==> src/rtl/rtc_pkg.sv <==
// Shared definitions for the trimmed time counter: register word index
// and control bit positions that the bus decoder and the bench agree on.
package rtc_pkg;

    // Word index taken from byte address bits 3:2.
    typedef enum logic [1:0] {
        REG_CTRL = 2'd0,
        REG_LO   = 2'd1,
        REG_HI   = 2'd2,
        REG_TRIM = 2'd3
    } reg_idx_t;

    // Control word bits.
    localparam int unsigned CTRL_HALT_BIT    = 0;
    localparam int unsigned CTRL_RELEASE_BIT = 1;

    // Correction word flag bits (top of a 32-bit word).
    localparam int unsigned TRIM_EN_BIT  = 31;
    localparam int unsigned TRIM_NEG_BIT = 30;

endpackage

==> src/rtl/rtc_regfile.sv <==
// Register bus front end.
// Decodes single-clock read and write strobes into control pulses,
// keeps the correction word (magnitude saturated on write) and the
// high-word shadow that a low-word read captures.
// Assumes: BUS_W >= ACC_W + 2; one access per clock.
module rtc_regfile
    import rtc_pkg::*;
#(
    parameter int unsigned BUS_W   = 32,
    parameter int unsigned ACC_W   = 24,
    parameter int unsigned MAG_MAX = 32'h0040_0000
) (
    input  logic               clk,
    input  logic               rst_n,
    input  logic               wr_i,
    input  logic               rd_i,
    input  logic [3:0]         addr_i,
    input  logic [BUS_W-1:0]   wdata_i,
    output logic [BUS_W-1:0]   rdata_o,
    input  logic [2*BUS_W-1:0] count_i,
    output logic               halt_o,
    output logic               release_o,
    output logic [1:0]         ld_we_o,
    output logic [BUS_W-1:0]   ld_data_o,
    output logic               trim_wr_o,
    output logic               trim_en_o,
    output logic               trim_neg_o,
    output logic [ACC_W-1:0]   trim_mag_o,
    output logic               rd_lo_o,
    output logic [BUS_W-1:0]   shadow_o
);

    localparam int unsigned   PAD_W   = BUS_W - 2 - ACC_W;
    localparam logic [ACC_W-1:0] MAG_LIM = ACC_W'(MAG_MAX);

    reg_idx_t         idx;
    logic [ACC_W-1:0] mag_req;
    logic [ACC_W-1:0] mag_sat;
    logic             en_q;
    logic             neg_q;
    logic [ACC_W-1:0] mag_q;
    logic [BUS_W-1:0] shadow_q;
    logic             unused_addr;

    assign idx         = reg_idx_t'(addr_i[3:2]);
    assign unused_addr = ^addr_i[1:0];
    assign ld_data_o   = wdata_i;

    // Purpose: saturate the requested magnitude to the rate limit.
    always_comb begin
        mag_req = wdata_i[ACC_W-1:0];
        mag_sat = (mag_req > MAG_LIM) ? MAG_LIM : mag_req;
    end

    // Purpose: turn a write strobe into per-register pulses.
    always_comb begin
        halt_o    = 1'b0;
        release_o = 1'b0;
        ld_we_o   = 2'b00;
        trim_wr_o = 1'b0;
        if (wr_i) begin
            case (idx)
                REG_CTRL: begin
                    halt_o    = wdata_i[CTRL_HALT_BIT];
                    release_o = wdata_i[CTRL_RELEASE_BIT] & ~wdata_i[CTRL_HALT_BIT];
                end
                REG_LO:   ld_we_o[0] = 1'b1;
                REG_HI:   ld_we_o[1] = 1'b1;
                REG_TRIM: trim_wr_o  = 1'b1;
                default:  ;
            endcase
        end
    end

    // Purpose: flag a low-word read so the shadow captures the high word.
    assign rd_lo_o = rd_i && (idx == REG_LO);

    // Purpose: hold the correction word.
    always_ff @(posedge clk) begin
        if (!rst_n) begin
            en_q  <= 1'b0;
            neg_q <= 1'b0;
            mag_q <= '0;
        end else if (trim_wr_o) begin
            en_q  <= wdata_i[TRIM_EN_BIT];
            neg_q <= wdata_i[TRIM_NEG_BIT];
            mag_q <= mag_sat;
        end
    end

    // Purpose: capture the high word at the clock of a low-word read.
    always_ff @(posedge clk) begin
        if (!rst_n) begin
            shadow_q <= '0;
        end else if (rd_lo_o) begin
            shadow_q <= count_i[2*BUS_W-1:BUS_W];
        end
    end

    // Purpose: read data multiplexer, zero outside a read.
    always_comb begin
        rdata_o = '0;
        if (rd_i) begin
            case (idx)
                REG_LO:   rdata_o = count_i[BUS_W-1:0];
                REG_HI:   rdata_o = shadow_q;
                REG_TRIM: rdata_o = {en_q, neg_q, {PAD_W{1'b0}}, mag_q};
                default:  rdata_o = '0;
            endcase
        end
    end

    assign trim_en_o  = en_q;
    assign trim_neg_o = neg_q;
    assign trim_mag_o = mag_q;
    assign shadow_o   = shadow_q;

endmodule

==> src/rtl/rtc_trim_accum.sv <==
// Phase accumulator for rate trimming.
// On each running clock with trimming enabled it adds the magnitude.
// A carry out raises slip_o for that clock and returns the
// accumulator to zero. A correction write clears it and suppresses
// the slip in the same clock.
// Assumes: mag_i is already saturated by the register front end.
module rtc_trim_accum #(
    parameter int unsigned ACC_W = 24
) (
    input  logic             clk,
    input  logic             rst_n,
    input  logic             run_i,
    input  logic             en_i,
    input  logic             clr_i,
    input  logic [ACC_W-1:0] mag_i,
    output logic             slip_o
);

    logic [ACC_W-1:0] acc_q;
    logic [ACC_W:0]   sum;
    logic             carry;

    // Purpose: next phase and carry out.
    always_comb begin
        sum   = {1'b0, acc_q} + {1'b0, mag_i};
        carry = sum[ACC_W];
    end

    assign slip_o = run_i & en_i & ~clr_i & carry;

    // Purpose: advance, wrap to zero on carry, or clear on a write.
    always_ff @(posedge clk) begin
        if (!rst_n) begin
            acc_q <= '0;
        end else if (clr_i) begin
            acc_q <= '0;
        end else if (run_i && en_i) begin
            acc_q <= carry ? '0 : sum[ACC_W-1:0];
        end
    end

endmodule

==> src/rtl/rtc_time_core.sv <==
// Time count register and run flag.
// While running, the count steps by 1, or by 2 / 0 in a slip clock
// depending on direction. While halted it holds and accepts word loads.
// Halt and release take effect from the next clock.
// Assumes: COUNT_W is a whole multiple of BUS_W.
module rtc_time_core #(
    parameter int unsigned COUNT_W = 64,
    parameter int unsigned BUS_W   = 32
) (
    input  logic                        clk,
    input  logic                        rst_n,
    input  logic                        halt_i,
    input  logic                        release_i,
    input  logic [COUNT_W/BUS_W-1:0]    ld_we_i,
    input  logic [BUS_W-1:0]            ld_data_i,
    input  logic                        slip_i,
    input  logic                        neg_i,
    output logic [COUNT_W-1:0]          count_o,
    output logic                        run_o
);

    localparam int unsigned NUM_W = COUNT_W / BUS_W;

    logic [COUNT_W-1:0] cnt_q;
    logic [COUNT_W-1:0] step;
    logic               run_q;

    // Purpose: choose the step size for this clock.
    always_comb begin
        if (slip_i) begin
            step = neg_i ? '0 : COUNT_W'(2);
        end else begin
            step = COUNT_W'(1);
        end
    end

    // Purpose: run flag, halt has priority over release.
    always_ff @(posedge clk) begin
        if (!rst_n) begin
            run_q <= 1'b1;
        end else if (halt_i) begin
            run_q <= 1'b0;
        end else if (release_i) begin
            run_q <= 1'b1;
        end
    end

    // Purpose: count while running, accept word loads while halted.
    always_ff @(posedge clk) begin
        if (!rst_n) begin
            cnt_q <= '0;
        end else if (run_q) begin
            cnt_q <= cnt_q + step;
        end else begin
            for (int w = 0; w < NUM_W; w++) begin
                if (ld_we_i[w]) begin
                    cnt_q[w*BUS_W +: BUS_W] <= ld_data_i;
                end
            end
        end
    end

    assign count_o = cnt_q;
    assign run_o   = run_q;

endmodule

==> src/rtl/rtc_trimmed_counter.sv <==
// Top of the trimmed time counter: register front end, phase
// accumulator and count core.
// Assumes: COUNT_W = 2 * bus width; one bus access per clock.
module rtc_trimmed_counter #(
    parameter int unsigned COUNT_W = 64,
    parameter int unsigned ACC_W   = 24,
    parameter int unsigned MAG_MAX = 32'h0040_0000
) (
    input  logic                   clk,
    input  logic                   rst_n,
    input  logic                   bus_wr,
    input  logic                   bus_rd,
    input  logic [3:0]             bus_addr,
    input  logic [COUNT_W/2-1:0]   bus_wdata,
    output logic [COUNT_W/2-1:0]   bus_rdata
);

    localparam int unsigned BUS_W = COUNT_W / 2;

    logic               halt_w;
    logic               release_w;
    logic [1:0]         ld_we_w;
    logic [BUS_W-1:0]   ld_data_w;
    logic               trim_wr_w;
    logic               trim_en_w;
    logic               trim_neg_w;
    logic [ACC_W-1:0]   trim_mag_w;
    logic               rd_lo_w;
    logic [BUS_W-1:0]   shadow_w;
    logic [COUNT_W-1:0] count_w;
    logic               run_w;
    logic               slip_w;

    rtc_regfile #(
        .BUS_W   (BUS_W),
        .ACC_W   (ACC_W),
        .MAG_MAX (MAG_MAX)
    ) u_regs (
        .clk        (clk),
        .rst_n      (rst_n),
        .wr_i       (bus_wr),
        .rd_i       (bus_rd),
        .addr_i     (bus_addr),
        .wdata_i    (bus_wdata),
        .rdata_o    (bus_rdata),
        .count_i    (count_w),
        .halt_o     (halt_w),
        .release_o  (release_w),
        .ld_we_o    (ld_we_w),
        .ld_data_o  (ld_data_w),
        .trim_wr_o  (trim_wr_w),
        .trim_en_o  (trim_en_w),
        .trim_neg_o (trim_neg_w),
        .trim_mag_o (trim_mag_w),
        .rd_lo_o    (rd_lo_w),
        .shadow_o   (shadow_w)
    );

    rtc_trim_accum #(
        .ACC_W (ACC_W)
    ) u_accum (
        .clk    (clk),
        .rst_n  (rst_n),
        .run_i  (run_w),
        .en_i   (trim_en_w),
        .clr_i  (trim_wr_w),
        .mag_i  (trim_mag_w),
        .slip_o (slip_w)
    );

    rtc_time_core #(
        .COUNT_W (COUNT_W),
        .BUS_W   (BUS_W)
    ) u_core (
        .clk       (clk),
        .rst_n     (rst_n),
        .halt_i    (halt_w),
        .release_i (release_w),
        .ld_we_i   (ld_we_w),
        .ld_data_i (ld_data_w),
        .slip_i    (slip_w),
        .neg_i     (trim_neg_w),
        .count_o   (count_w),
        .run_o     (run_w)
    );

endmodule

==> config.mk <==
export PLATFORM = sky130hd
export DESIGN_NAME = rtc_trimmed_counter
export DESIGN_NICKNAME = d
export VERILOG_FILES = /design/src/rtl/rtc_pkg.sv /design/src/rtl/rtc_regfile.sv /design/src/rtl/rtc_trim_accum.sv /design/src/rtl/rtc_time_core.sv /design/src/rtl/rtc_trimmed_counter.sv
export SDC_FILE = /design/constraint.sdc
export NUM_CORES = 1
export LEC_CHECK = 0
export BUFFER_PORTS_ARGS = -buffer_cell sky130_fd_sc_hd__buf_2
export CAP_MARGIN = 20
export CORE_MARGIN = 1
export CORE_UTILIZATION = 55
export DETAILED_ROUTE_END_ITERATION = 12
export PLACE_DENSITY = 0.85
export SLEW_MARGIN = 20
export SYNTH_ARGS = -nofsm -noshare
export SYNTH_HDL_FRONTEND = slang
export SYNTH_HIERARCHICAL = 1
export SYNTH_SLANG_ARGS = --single-unit
==> constraint.sdc <==
create_clock -name clk -period 8.4 [get_ports clk]
set_input_delay 1.26 -clock clk [delete_from_list [all_inputs] [get_ports clk]]
set_output_delay 1.26 -clock clk [all_outputs]
set_load 0.01 [all_outputs]
======== After elaboration in Yosys (flattened, before gate mapping) ========
Cells that the tools add are included.
storage, ports and cells
  output and inout port bits .............. 32
  bits of input ports ..................... 40
  bits in registers ....................... 147
operators by class
  magnitude comparators ................... 1
  add/subtract/negate cells ............... 2
  bitwise operators ....................... 7
  eq/ne operators ......................... 3
  reduce and logical (&&, ||, !) cells .... 7
  muxes and demuxes ....................... 20
operators by type and width
  operator                                                                number
  64-bit 2-to-1 mux                                                       2
  32-bit 2-to-1 mux                                                       3
  32-bit one-hot mux with 3 select lines                                  1
  64-bit adder                                                            1
  24-bit 2-to-1 mux                                                       2
  24-bit by 24-bit adder with 25-bit output                               1
  24-bit by 23-bit > comparator with 1-bit output, second input constant  1
  1-bit 2-to-1 mux                                                        10
  2-bit nonzero test                                                      3
  1-bit bitwise AND                                                       4
  2-bit equality test, second input constant                              2
  2-bit 2-to-1 mux                                                        2
  1-bit inverter                                                          3
  2-bit by 1-bit equality test with 1-bit output, second input constant   1
  1-bit logical AND                                                       2
  2-bit zero test                                                         1
  2-bit OR reduction                                                      1

======== Logic depth before layout (Yosys ltp) ========
  depth after elaboration ................. 9
  depth in mapped cells ................... 19
  mapped depth without buffers ............ 17

======== Hierarchy ========
The synthesis kept the hierarchy.
by module, submodules not included
  module          area an instance (µm²)  cells an instance  sequential area each (µm²)  instances
  rtc_time_core   4431.8                  538                1301.2                      1
  rtc_regfile     3595.9                  408                1161.1                      1
  rtc_trim_accum  2092.0                  250                480.5                       1

======== Least setup slack after synthesis ========
OpenSTA, ideal clock, no wires.
  path kind ............................... register to register
  start point ............................. register u_regs.mag_q[0] (netlist: u_regs/trim_mag_o[0])
  end point ............................... register u_core.cnt_q[50] (netlist: u_core/count_o[50])
  buffers on the path ..................... 1
  data arrival time ....................... 4.201 ns
  data required time ...................... 8.326 ns
  clock period less this slack ............ 4.275 ns
  setup slack ............................. 4.125 ns
  cell stages (with the launch flop) ...... 18
  cell sequence ........................... dfxtp_1 -> ha_1 -> fa_1 -> a211o_1 -> a211oi_4 -> nor3_4 -> a31oi_4 -> o31a_4 -> buf_6 -> nor3_1 -> inv_1 -> ha_1 -> inv_1 -> fa_1 -> nor3_1 -> nand4_2 -> or4_1 -> a31oi_1
on the way
  longest elaborated chain between the ends .. 5
ends and longest elaborated chain
  item                                       RTL line                   text
  start: declaration                         rtc_regfile.sv:41          logic [ACC_W-1:0] mag_q;
  start signal: assignment                   rtc_regfile.sv:87          mag_q <= mag_sat;
  24-bit by 24-bit adder with 25-bit output  rtc_trim_accum.sv:25       sum = {1'b0, acc_q} + {1'b0, mag_i};
  1-bit bitwise AND                          rtc_trim_accum.sv:29       assign slip_o = run_i & en_i & ~clr_i & carry;
  via slip_w                                 rtc_trimmed_counter.sv:32  logic slip_w;
  64-bit 2-to-1 mux                          rtc_time_core.sv:30        if (slip_i) begin
  64-bit adder                               rtc_time_core.sv:53        cnt_q <= cnt_q + step;
  64-bit 2-to-1 mux                          rtc_time_core.sv:52        end else if (run_q) begin
  end signal: assignment                     rtc_time_core.sv:53
  end signal: indexed assignment             rtc_time_core.sv:57        cnt_q[w*BUS_W +: BUS_W] <= ld_data_i;
  end: declaration                           rtc_time_core.sv:24        logic [COUNT_W-1:0] cnt_q;
The timed path passes the listed nets, and every way through them passes these cells.
A chain may end at the register's enable or synchronous reset.

======== Final worst setup path ========
  start point ............................. register u_regs.mag_q[0] (netlist: u_regs/trim_mag_o[0])
  end point ............................... register u_core.cnt_q[58] (netlist: u_core/count_o[58])
The elaborated chain is that of the path after synthesis.

==> impl_metrics.tcl <==
set metrics [dict create \
    fp.dieW_um 138 \
    ys_async_sr_fraction 0 \
    tightest_slew_ns 1.09 \
    pre_cts_ws_ns 2.73 \
    chipHeight_um 138 \
    wl_met2_um 13100 \
    grtUsageTotal 0.297 \
    clock_power_share 0.463 \
    postCtsSetupBuffers 0 \
    root_buffer "clkbuf_16" \
    synthFlopType "dfxtp_1" \
    setup_viol 0 \
    cts_max_level 4 \
    timing.rr.end "u_core/count_o[58]$_SDFFE_PN0P_" \
    grt_pass1_wl_um 44000 \
    switching_share 0.267 \
    coreArea_um2 18000 \
    grt.overflow.total 0 \
    cts_buffers 17 \
    vias 9423 \
    start_util 0.561 \
    finalHoldViolCount 0 \
    fmax_mhz 175 \
    critPathKind "reg2reg" \
    rsz0062_at_grt "no" \
    clock_sinks 147 \
    tritoncts "done" \
    drive_above_1_share 0.144 \
    r2r_cells 16 \
    synth-edff-count 0 \
    timing.setup.tns_ns 0 \
    p_leak_nw 4.10 \
    routabilityCongestion 0.926 \
    crit_required_ns 8.76 \
    status "finished, final reports clean" \
    grt_pass1_vias 8666 \
    io_buffer_count 69 \
    drtPass1Iterations 6 \
    wl_per_cell_um 19.8 \
    syn_nets 1264 \
    setup.worst_path.end_class "flip-flop" \
    cts-resized-gates 0 \
    synth_cell_type_count 74 \
    endpoint "u_core/count_o[58]$_SDFFE_PN0P_" \
    p_int_mw 1.25 \
    cts_hold_buf 0 \
    post-dp-hpwl_um 19100 \
    syn_area_per_cell_um2 8.46 \
    area_delta_synth_final_pct 6.16 \
    clkTransAtPathRegs_ns 0.06 \
    cp-start-kind "flip-flop" \
    synth-seq-cells 147 \
    cap_violations 0 \
    finalNetCount 1239 \
    rows 49 \
    pin_count 72 \
    fin_util 0.596 \
    n_antenna_cell 0 \
    fin_crit_sh 0.680 \
    power_density_nw_per_um2 159 \
    wl_met3_um 2060 \
    r2r_slack_ns 2.69 \
    seqPwrFrac 0.439 \
    synth_cells 1196 \
    finalMaxSlewViolations 0 \
    topRoutingLayerUsed "met4" \
    antenna_found_initial 0 \
    drt-vias-per-instance 6.67 \
    fillCellCount 1538 \
    crit_start "u_regs/trim_mag_o[0]$_SDFFE_PN0P_" \
    finClkSkew_ns 0.00996 \
    ys_warn_count 6 \
    final_antenna_net_count 0 \
    clk_latency_ns 0.44 \
    synth-seq-area-share 0.291 \
    routed_wl_um 28000 \
    r2r_start "u_regs/trim_mag_o[0]$_SDFFE_PN0P_" \
    met1_length_um 12100 \
    drtIter0Drc 919 \
    setup_ws_ns 2.69 \
    peakVddDrop_uv 128 \
    arrival_ns 6.07 \
    worstPathMaxFanout 15 \
    p_sw_uw 455 \
    p_comb_frac 0.098 \
    grt_max_degree 94 \
    dieArea_um2 18900 \
    clock_path_buffers 2 \
    fin_crit_ns 5.71 \
    drc_errors 0 \
    maxSlewHeadroom 0.272 \
    final_cells 1413 \
    hp-class "reg2reg" \
    synthesis.area_um2 10100 \
    dp.cells 1380 \
]
==> routing by layer <==
layer | up-vias | GRT usage
li1 | 4401 | -
met2 | 395 | 0.482
met4 | 0 | 0.117
met3 | 59 | 0.0611
met1 | 4568 | 0.383
met5 | - | 0
==> stage by stage <==
step | cell area (um^2) | power [mW] | hold slack (ns)
final | 10700 | 1.70 | 0.458
after global routing | 10700 | 1.75 | 0.465
after CTS | 10700 | 1.70 | 0.458
after detailed placement | 10100 | 0.922 | 0.447
after global placement | 10100 | 0.917 | 0.443
after floorplan | 10100 | 0.885 | 0.434
==> synth_stat cells, types with 9 or more instances <==
library cell	n	area, um^2
nor3_1	21	105
xnor2_1	31	272
and4_1	14	123
mux2_2	37	417
xor2_1	21	184
nor2_1	32	120
nor2b_1	16	100
nand3_1	27	135
o21ai_0	67	335
ha_1	26	325
o31ai_1	18	135
inv_1	16	60.1
nand4bb_1	22	248
or3_1	12	75.1
a211oi_1	58	435
nand2_1	141	529
a22o_1	13	114
buf_2	17	85.1
nand4_1	28	175
dfxtp_1	147	2940
nand3b_1	12	90.1
or4_1	18	135
a21o_1	9	67.6
buf_4	41	308
clkbuf_1	51	191
a31oi_1	24	150
mux2i_1	91	911
a21oi_1	80	400
and3_1	11	68.8
==> registers in the layout, summed over array words and instances (netlist names) <==
name,flops
u_core/run_o,1
u_regs/trim_en_o,1
u_accum/acc_q,24
u_regs/shadow_o,32
u_regs/trim_mag_o,24
u_regs/trim_neg_o,1
u_core/count_o,64
==> worst min-delay path by stage <==
stage / slack, ns / endpoint / startpoint / cells after the start
floorplan: 0.43 / u_regs/shadow_o[0]$_SDFFE_PN0P_ / u_regs/shadow_o[0]$_SDFFE_PN0P_ / 2
global placement: 0.44 / u_regs/shadow_o[13]$_SDFFE_PN0P_ / u_regs/shadow_o[13]$_SDFFE_PN0P_ / 2
detailed placement: 0.45 / u_regs/shadow_o[15]$_SDFFE_PN0P_ / u_regs/shadow_o[15]$_SDFFE_PN0P_ / 2
CTS: 0.46 / u_regs/shadow_o[14]$_SDFFE_PN0P_ / u_regs/shadow_o[14]$_SDFFE_PN0P_ / 2
global route: 0.47 / u_regs/shadow_o[9]$_SDFFE_PN0P_ / u_regs/shadow_o[9]$_SDFFE_PN0P_ / 2
finish: 0.46 / u_regs/shadow_o[9]$_SDFFE_PN0P_ / u_regs/shadow_o[9]$_SDFFE_PN0P_ / 2
==> power groups by stage <==
stage	clock, mW	sequential, mW	combinational [mW]
2_1_floorplan	0	0.748	0.136
3_3_place_gp	0	0.760	0.157
3_5_place_dp	0	0.761	0.161
4_1_cts	0.792	0.746	0.162
5_1_grt	0.823	0.750	0.180
6_report	0.789	0.747	0.167
==> critical path, stage by stage (launching register included) <==
cell	delay (ns)
dfxtp_1	0.34
ha_1	0.26
fa_1	0.47
a211o_1	0.34
a211oi_4	0.37
nor3_4	0.11
a31oi_4	0.27
o31a_4	0.29
nor3_1	0.13
inv_1	0.12
ha_1	0.18
inv_1	0.06
fa_1	0.45
nor3_1	0.57
nand4_1	0.76
or4_1	0.73
a31oi_1	0.19
==> cell families (layout without fill, tap and decap cells) <==
| logic type | Yosys count | count (layout) | synth area share |
|---|---|---|---|
| adders and majority gates | 28 | 28 | 0.0361 |
| muxes | 128 | 128 | 0.131 |
| buffers and inverters | 138 | 126 | 0.0752 |
| AOI/OAI and AO/OA | 312 | 312 | 0.202 |
| and+or+nand+nor | 391 | 391 | 0.220 |
| DFF | 147 | 147 | 0.291 |
| xor gates and xnor gates | 52 | 52 | 0.0450 |
==> final cells by class <==
type,instances,area (um^2),share of cell area
flip-flops and latches,147,2950,0.274
inverters,17,63.8,0.00594
clock buffers,20,467,0.0434
multi-input cells,911,6420,0.597
well taps,229,287,0.0267
repair buffers,77,415,0.0387
clock inverters,12,145,0.0135
==> cell usage in the layout (no fill, tap or decap), drive strengths merged, types with 26 or more instances in the layout <==
cell type / n
xnor2: 31
a211oi: 60
mux2: 37
o21ai: 67
nand3: 29
buf: 77
nand2: 141
ha: 26
mux2i: 91
nor2: 32
dfxtp: 147
nand4: 31
a21oi: 81
Power figures use the tool's default switching activity.
